File: config.mk
export PLATFORM = sky130hd
export DESIGN_NAME = pmd_ctrl_top
export DESIGN_NICKNAME = d
export VERILOG_FILES = /design/src/rtl/pmd_pkg.sv /design/src/rtl/pmd_decode.sv /design/src/rtl/pmd_fsm.sv /design/src/rtl/pmd_regbank.sv /design/src/rtl/pmd_ctrl_top.sv
export SDC_FILE = /design/constraint.sdc
export NUM_CORES = 1
export LEC_CHECK = 0
export ABC_AREA = 1
export BUFFER_PORTS_ARGS = -buffer_cell sky130_fd_sc_hd__buf_2
export CAP_MARGIN = 20
export CORE_MARGIN = 5
export CORE_UTILIZATION = 60
export DETAILED_ROUTE_END_ITERATION = 6
export MAX_ROUTING_LAYER = met4
export PLACE_DENSITY = 0.84
export SYNTH_ARGS = -nofsm -noshare
export SYNTH_HDL_FRONTEND = slang
export SYNTH_HIERARCHICAL = 1
export SYNTH_SLANG_ARGS = --single-unit
File: constraint.sdc
create_clock -name clk -period 2.2 [get_ports clk]
set_input_delay 0.11 -clock clk [delete_from_list [all_inputs] [get_ports clk]]
set_output_delay 0.11 -clock clk [all_outputs]
set_load 0.02 [all_outputs]
File: src/rtl/pmd_pkg.sv
package pmd_pkg;

  typedef enum logic [1:0] {
    PMD_RUN   = 2'd0,
    PMD_DRAIN = 2'd1,
    PMD_OFF   = 2'd2
  } pmd_state_e;

  // Next state from the request value that will hold after this cycle
  // and from the current busy indication.
  function automatic pmd_state_e pmd_next_state(input pmd_state_e cur,
                                                input logic req_nxt,
                                                input logic busy);
    pmd_state_e nxt;
    nxt = cur;
    unique case (cur)
      PMD_RUN:   if (req_nxt) nxt = busy ? PMD_DRAIN : PMD_OFF;
      PMD_DRAIN: if (!req_nxt) nxt = PMD_RUN;
                 else if (!busy) nxt = PMD_OFF;
      PMD_OFF:   if (!req_nxt) nxt = PMD_RUN;
      default:   nxt = PMD_RUN;
    endcase
    return nxt;
  endfunction

  function automatic logic pmd_is_off(input pmd_state_e s);
    return s == PMD_OFF;
  endfunction

endpackage

File: src/rtl/pmd_decode.sv
module pmd_decode #(
  parameter int ADDR_W   = 4,
  parameter int NUM_REGS = 4
) (
  input  logic              sel,
  input  logic              we,
  input  logic [ADDR_W-1:0] addr,
  input  logic              disabled,
  output logic              ctrl_wr,
  output logic              data_wr,
  output logic              rd_ctrl,
  output logic              rd_data,
  output logic              wr_reject,
  output logic              log_fire
);
  localparam logic [ADDR_W:0] REG_LIMIT = (ADDR_W+1)'(NUM_REGS);

  logic in_map;
  logic is_ctrl;
  logic is_data;

  always_comb begin
    in_map  = ({1'b0, addr} < REG_LIMIT);
    is_ctrl = (addr == '0);
    is_data = in_map && !is_ctrl;
  end

  always_comb begin
    ctrl_wr   = sel && we && is_ctrl;
    data_wr   = sel && we && is_data && !disabled;
    wr_reject = sel && we && is_data && disabled;
    rd_ctrl   = sel && !we && is_ctrl;
    rd_data   = sel && !we && is_data;
    log_fire  = sel && we && in_map && !disabled;
  end

endmodule

File: src/rtl/pmd_fsm.sv
module pmd_fsm
  import pmd_pkg::*;
(
  input  logic       clk,
  input  logic       rst_n,
  input  logic       ctrl_wr,
  input  logic       req_wbit,
  input  logic       busy,
  output logic       req_q,
  output logic       disabled,
  output pmd_state_e state
);
  logic       req_nxt;
  pmd_state_e state_nxt;

  always_comb begin
    req_nxt   = ctrl_wr ? req_wbit : req_q;
    state_nxt = pmd_next_state(state, req_nxt, busy);
  end

  always_ff @(posedge clk or negedge rst_n) begin
    if (!rst_n) begin
      req_q <= 1'b0;
      state <= PMD_RUN;
    end else begin
      req_q <= req_nxt;
      state <= state_nxt;
    end
  end

  assign disabled = pmd_is_off(state);

endmodule

File: src/rtl/pmd_regbank.sv
module pmd_regbank #(
  parameter int DATA_W   = 32,
  parameter int ADDR_W   = 4,
  parameter int NUM_REGS = 4
) (
  input  logic                       clk,
  input  logic                       rst_n,
  input  logic                       wr_en,
  input  logic [ADDR_W-1:0]          addr,
  input  logic [DATA_W-1:0]          wdata,
  output logic [DATA_W-1:0]          rdata,
  output logic [NUM_REGS*DATA_W-1:0] bank_flat
);
  assign bank_flat[DATA_W-1:0] = '0;

  for (genvar g = 1; g < NUM_REGS; g++) begin : g_reg
    logic [DATA_W-1:0] q;
    logic              hit;
    assign hit = wr_en && (addr == ADDR_W'(g));
    always_ff @(posedge clk or negedge rst_n) begin
      if (!rst_n)   q <= '0;
      else if (hit) q <= wdata;
    end
    assign bank_flat[g*DATA_W +: DATA_W] = q;
  end

  always_comb begin
    rdata = '0;
    for (int i = 1; i < NUM_REGS; i++) begin
      if (addr == ADDR_W'(i)) rdata = bank_flat[i*DATA_W +: DATA_W];
    end
  end

endmodule

File: src/rtl/pmd_ctrl_top.sv
module pmd_ctrl_top
  import pmd_pkg::*;
#(
  parameter int DATA_W   = 32,
  parameter int ADDR_W   = 4,
  parameter int NUM_REGS = 4
) (
  input  logic              clk,
  input  logic              rst_n,
  input  logic              bus_sel,
  input  logic              bus_we,
  input  logic [ADDR_W-1:0] bus_addr,
  input  logic [DATA_W-1:0] bus_wdata,
  output logic [DATA_W-1:0] bus_rdata,
  output logic              bus_err,
  input  logic              txn_busy,
  output logic              func_en,
  output logic              log_valid,
  output logic [ADDR_W-1:0] log_addr
);
  localparam int REQ_BIT  = 0;
  localparam int STAT_BIT = 1;

  logic ctrl_wr, data_wr, rd_ctrl, rd_data, wr_reject, log_fire;
  logic req_q, disabled;
  pmd_state_e state;
  logic [DATA_W-1:0] bank_rdata;
  logic [NUM_REGS*DATA_W-1:0] bank_flat;
  logic [DATA_W-1:0] ctrl_word;

  pmd_decode #(.ADDR_W(ADDR_W), .NUM_REGS(NUM_REGS)) u_dec (
    .sel(bus_sel), .we(bus_we), .addr(bus_addr), .disabled(disabled),
    .ctrl_wr(ctrl_wr), .data_wr(data_wr), .rd_ctrl(rd_ctrl),
    .rd_data(rd_data), .wr_reject(wr_reject), .log_fire(log_fire)
  );

  pmd_fsm u_fsm (
    .clk(clk), .rst_n(rst_n), .ctrl_wr(ctrl_wr),
    .req_wbit(bus_wdata[REQ_BIT]), .busy(txn_busy),
    .req_q(req_q), .disabled(disabled), .state(state)
  );

  pmd_regbank #(.DATA_W(DATA_W), .ADDR_W(ADDR_W), .NUM_REGS(NUM_REGS)) u_bank (
    .clk(clk), .rst_n(rst_n), .wr_en(data_wr), .addr(bus_addr),
    .wdata(bus_wdata), .rdata(bank_rdata), .bank_flat(bank_flat)
  );

  always_comb begin
    ctrl_word           = '0;
    ctrl_word[REQ_BIT]  = req_q;
    ctrl_word[STAT_BIT] = disabled;
  end

  always_comb begin
    bus_rdata = '0;
    if (rd_ctrl)      bus_rdata = ctrl_word;
    else if (rd_data) bus_rdata = bank_rdata;
  end

  assign bus_err   = wr_reject;
  assign func_en   = !disabled;
  assign log_valid = log_fire;
  assign log_addr  = log_fire ? bus_addr : '0;

endmodule

==> impl_metrics.json, run 1 <==
{
  "die_width_um": 104,
  "grt_pass1_vias": 5042,
  "worst_path_most_repeated_cell": "inv_1",
  "min-delay-start": "bus_wdata[24]",
  "syn-num-nets": 746,
  "seq_power_share_pct": 55.3,
  "p_clk_share_pct": 32.3,
  "synth_area_um2": 5330,
  "outcome": "finished, final reports clean",
  "slowest_stage": "dfrtp_1",
  "n_antenna_cell": 0,
  "cpPeakStageDelay_ns": 0.38,
  "globalplace.congestion": 0.861,
  "fin_crit_ns": 1.76,
  "nNetsFinal": 795,
  "rsz0062_at_grt": "no",
  "design.core.area_um2": 8680,
  "ff2ff_path_depth": 8,
  "internal_power_uw": 2640,
  "start_util_pct": 61.4,
  "hold_violations": 0,
  "dp.cells": 849,
  "drive_gt1_share_pct": 20.2,
  "routed_wirelength_um": 13900,
  "rows": 34,
  "dr.pass1.iters": 6,
  "worstPathMaxFanout": 5,
  "cap_viol_max_count": 0,
  "slew-limit-headroom_pct": 62.7,
  "fmax_ghz": 0.569,
  "power.density_nw_per_um2": 598,
  "skew_ns": 0.0106,
  "power.switching_uw": 989,
  "synth_cells": 705,
  "rrSetupSlack_ns": 0.47,
  "die_h_um": 104,
  "hpwlAfterDp_um": 8730,
  "endpoint_kind": "output pin",
  "area_growth_syn_to_layout_pct": 13.8,
  "drtIter0Drc": 500,
  "port_buffers": 79,
  "clkLatencyLatePin_ns": 0.36,
  "cts_tree": "done",
  "rr_startpoint": "u_fsm/state[1]",
  "arrival_ns": 1.65,
  "cp_top_family": "simple AND/OR/NAND/NOR gates",
  "routedWlPerCell_um": 16.0,
  "antenna_found_initial": 0,
  "setup_tns_ns": 0,
  "p_comb_share_pct": 12.4,
  "tightest_slew_ns": 0.560,
  "final_cells": 867,
  "clk_pin_slew_ns": 0.10,
  "cts_buffers": 9,
  "hp-class": "input port to register",
  "crit_buf_inv": 4,
  "swShare_pct": 27.2,
  "cts_sinks": 99,
  "grt_pass1_wl_um": 24000,
  "cts_resized": 0,
  "timing.rr.end": "u_bank/g_reg[2].q[9]",
  "pin_count": 80,
  "clockRootBuffer": "clkbuf_8",
  "crit_type": "register to output pin",
  "ir_drop_v": 0.000287,
  "grt_use_total_pct": 26.6,
  "hold_end": "u_bank/g_reg[1].q[24]",
  "period_share_pct": 79.9,
  "num_vias": 5184,
  "finalSetupViolations": 0,
  "leakagePower_uw": 0.00331,
  "vias_per_cell": 5.98,
  "grt-ovfl-total": 0,
  "slew_violations": 0,
  "hold_depth": 3,
  "ys_warn_count": 6,
  "htree_levels": 3,
  "drc": 0,
  "critPathLaunchType": "register",
  "cts.path.max_buffers": 2,
  "crit_chain": "nand2_1 -> inv_1 -> inv_1 -> nand3_1 -> nor2_1 -> nand2_1 -> inv_1 -> buf_2",
  "ant_nets": 0,
  "avgSynthCellArea_um2": 7.56,
  "crit_required_ns": 2.09,
  "dieArea_um2": 10900,
  "grt_start_max_net_pins": 59
}
-- timing repair --
item	4_1_cts	5_1_grt
hold endpoints to repair	42	0
buffers inserted	0	0
hold buffers	2	0
-- power groups by stage --
stage	Clock, uW	Combinational (uW)	Sequential, uW
2_1_floorplan	0	259	2030
3_3_place_gp	0	425	2030
3_5_place_dp	0	444	2040
4_1_cts	1190	448	2010
5_1_grt	1260	507	2020
6_report	1170	451	2010
-- how the worst max path moves through the flow --
| stage | start | to | slack, ns | depth (start not counted) |
|---|---|---|---|---|
| 6_report | u_fsm/state[1] | log_addr[0] | 0.44 | 8 |
| 5_1_grt | u_fsm/state[1] | log_addr[3] | 0.22 | 8 |
| 2_1_floorplan | u_fsm/state[1] | u_bank/g_reg[1].q[13] | 0.75 | 10 |
| 3_3_place_gp | bus_addr[3] | bus_rdata[16] | 0.58 | 8 |
| 3_5_place_dp | u_fsm/state[1] | u_bank/g_reg[2].q[9] | 0.53 | 8 |
| 4_1_cts | u_fsm/state[1] | log_addr[0] | 0.43 | 8 |
-- per-stage QoR --
step	worst slack (ns)	power, uW	cell area (um2)	hold WS, ns	util, %
after CTS	0.435	3650	6070	0.0120	69.9
final	0.442	3630	6070	0.0221	69.9
after global routing	0.221	3790	6070	0.0207	69.9
after detailed placement	0.532	2490	5850	0.140	67.4
after floorplan	0.752	2290	5330	-0.186	-
after global placement	0.577	2460	5850	0.128	67.4
-- per-layer routing --
layer,track usage (%),part of all wire [%],vias up
li1,-,-,2474
met1,36.8,43,2455
met2,41.2,48,241
met3,3.54,7.8,14
met4,7.96,0.96,0
met5,-,0,-
-- flip-flops by register name (all words and copies together) (netlist names) --
register,cells
u_fsm/state,2
u_bank/g.q,96
u_fsm/req_q,1
-- area by class of cell --
class / instances / area (um2)
Multi-Input combinational cell: 517 / 2460
Clock buffer: 12 / 145
Clock inverter: 4 / 50.0
Timing Repair Buffer: 107 / 726
Tap cell: 108 / 135
Sequential cell: 99 / 2480
Fill cell: 707 / 2610
Inverter: 20 / 75.1
-- worst register-to-register path, delay by kind of cell (launching register included) --
kind                   cells  cell delay, ns
and+or+nand+nor            5            0.68
buffers and inverters      3            0.62
DFF                        1            0.38
-- cells in the final DEF, fill, tap and decap left out --
cell / instances
nand2_2: 2
buf_4: 18
dfrtp_1: 99
inv_1: 19
nand4_1: 96
nor2_1: 10
buf_12: 9
a21oi_1: 1
clkbuf_1: 2
clkinv_2: 1
buf_2: 78
clkinvlp_4: 2
bufinv_16: 1
nand2_1: 242
nand3_1: 135
clkbuf_8: 10
inv_2: 1
nor2_2: 26
dlygate4sd3_1: 2
nor2_4: 5
Note: power is estimated with default switching activity, not from simulation.
==> run 2, diff against run 1 <==
- CORE_UTILIZATION: 60 -> 52
- PLACE_DENSITY: 0.84 -> 0.77
- clock period: 2.2 -> 1.6 ns (I/O delays scaled with it)
==> run 2 against run 1 <==
Against the previous run:
- die area grew 14%
- routed wire length grew 6.7%
- first-iteration DRC count grew 18%
- worst hold slack gained 0.064 ns
- sequential cell count is the same
- utilization shrank 3.1 points
- clock-buffer cell count shrank 3
- total power grew 42%
- sequential share of layout area shrank 4.3 points
- register-to-register slack lost 0.36 ns
- clock power grew 42%
==> impl_metrics.json, run 2 (synthesized netlist as in run 1, its figures left out) <==
{
  "final_cells": 940,
  "timing.rr.end": "u_bank/g_reg[3].q[27]",
  "swShare_pct": 28.4,
  "finalSetupViolations": 0,
  "slew_violations": 0,
  "rr_startpoint": "u_fsm/state[1]",
  "cts_tree": "done",
  "grt_pass1_wl_um": 24400,
  "grt-ovfl-total": 0,
  "cts_buffers": 9,
  "num_vias": 5399,
  "die_h_um": 111,
  "drive_gt1_share_pct": 22.1,
  "layout_commonest_cell": "nand2_1",
  "slew-limit-headroom_pct": 75.5,
  "period_share_pct": 95.8,
  "internal_power_uw": 3700,
  "fin_crit_ns": 1.53,
  "cts.path.max_buffers": 2,
  "endpoint_kind": "output pin",
  "hold_violations": 0,
  "area_growth_syn_to_layout_pct": 27.1,
  "p_comb_share_pct": 14.5,
  "vias_per_cell": 5.74,
  "ff2ff_path_depth": 10,
  "seq_power_share_pct": 53.4,
  "pin_count": 80,
  "ir_drop_v": 0.000556,
  "rrSetupSlack_ns": 0.11,
  "cap_viol_max_count": 0,
  "rows": 37,
  "p_clk_share_pct": 32.1,
  "crit_required_ns": 1.52,
  "largest_reg_flops": 96,
  "layout_common_cells": "nand2_1, nand3_1, dfrtp_1",
  "skew_ns": 0.0105,
  "top_register": "u_bank/g.q",
  "drtIter0Drc": 589,
  "hpwlAfterDp_um": 8720,
  "leakagePower_uw": 0.00358,
  "antenna_found_initial": 0,
  "clk_pin_slew_ns": 0.09,
  "n_antenna_cell": 0,
  "clkLatencyLatePin_ns": 0.38,
  "dr.pass1.iters": 5,
  "dieArea_um2": 12400,
  "routedWlPerCell_um": 15.8,
  "outcome": "finished, final reports clean",
  "rsz0062_at_grt": "yes",
  "clockRootBuffer": "clkbuf_8",
  "ant_nets": 0,
  "power_uw": 5170,
  "die_width_um": 111,
  "drc": 0,
  "port_buffers": 79,
  "power.density_nw_per_um2": 763,
  "hp-class": "input port to async pin",
  "routed_wirelength_um": 14800,
  "setup_tns_ns": 0,
  "critPathLaunchType": "input port",
  "dp.cells": 884,
  "design.core.area_um2": 10100,
  "tightest_slew_ns": 0.367,
  "htree_levels": 3,
  "arrival_ns": 1.45,
  "top_regs": "u_bank/g.q (96), u_fsm/state (2), u_fsm/req_q (1)",
  "power.switching_uw": 1470,
  "grt_pass1_vias": 5194,
  "grt_use_total_pct": 24.1,
  "start_util_pct": 52.6,
  "worstPathMaxFanout": 21,
  "setup_ws_ns": 0.0670,
  "place_ws_ns": 0.0198,
  "cts_sinks": 99,
  "fmax_ghz": 0.652,
  "hold_ws_ns": 0.0857,
  "nNetsFinal": 840,
  "crit_type": "input port to output pin",
  "grt_start_max_net_pins": 58,
  "globalplace.congestion": 0.832
}
## run 2: cell count changes in the layout (fill, tap and decap cells not counted), sizes merged
cell         change
clkinv           +2
dlygate4sd3     +32
buf             +10
clkinvlp         -1
inv              +2
## run 2: power groups by stage
| stage | logic [uW] | clock network, uW | registers [uW] |
|---|---|---|---|
| finish | 747 | 1660 | 2760 |
| global route | 833 | 1800 | 2780 |
| CTS | 707 | 1680 | 2760 |
| detailed placement | 638 | 0 | 2810 |
| global placement | 614 | 0 | 2800 |
| floorplan | 356 | 0 | 2790 |
## run 2: final cells by class
class / instances / area (um2)
repair buffers: 152 / 1350
clock inverters: 7 / 76.3
well taps: 136 / 170
inverters: 20 / 75.1
clock buffers: 9 / 124
multi-input cells: 517 / 2510
fillers: 774 / 3360
flip-flops and latches: 99 / 2480
## run 2: what timing repair did
action,CTS,global route
hold endpoints to repair,193,0
buffers inserted,0,3
cloned,0,3
hold buffers,34,0
pin swaps,2,7
setup endpoints to repair,5,102
resized for setup,6,34
## run 2: worst max path at each step
| stage | start | cells after the start | to |
|---|---|---|---|
| floorplan | u_fsm/state[1] | 10 | u_bank/g_reg[1].q[13] |
| global placement | u_fsm/state[1] | 9 | u_bank/g_reg[2].q[19] |
| detailed placement | u_fsm/state[1] | 9 | u_bank/g_reg[1].q[28] |
| CTS | u_fsm/state[1] | 8 | log_addr[1] |
| global route | u_fsm/state[1] | 8 | log_addr[3] |
| finish | bus_addr[3] | 8 | bus_rdata[11] |
## run 2: worst max-delay path, stage by stage
cell,delay (ns)
buf_2,0.13
nor2_4,0.32
buf_4,0.32
nand3_1,0.15
nand3_1,0.11
nand2_1,0.06
nor2_2,0.09
buf_2,0.17
## run 2: per-layer routing
layer,track usage (%),up-vias,routed length (um)
met1,32.1,2549,6070
met2,37.9,260,7250
met3,3.00,27,1240
li1,-,2563,-
met4,9.16,0,256
met5,-,-,0
## run 2: stage by stage
step | area (um2) | util [%]
CTS | 6550 | 64.6
floorplan | 5330 | -
detailed placement | 5990 | 59.1
global route | 6780 | 66.9
finish | 6780 | 66.9
global placement | 5990 | 59.1
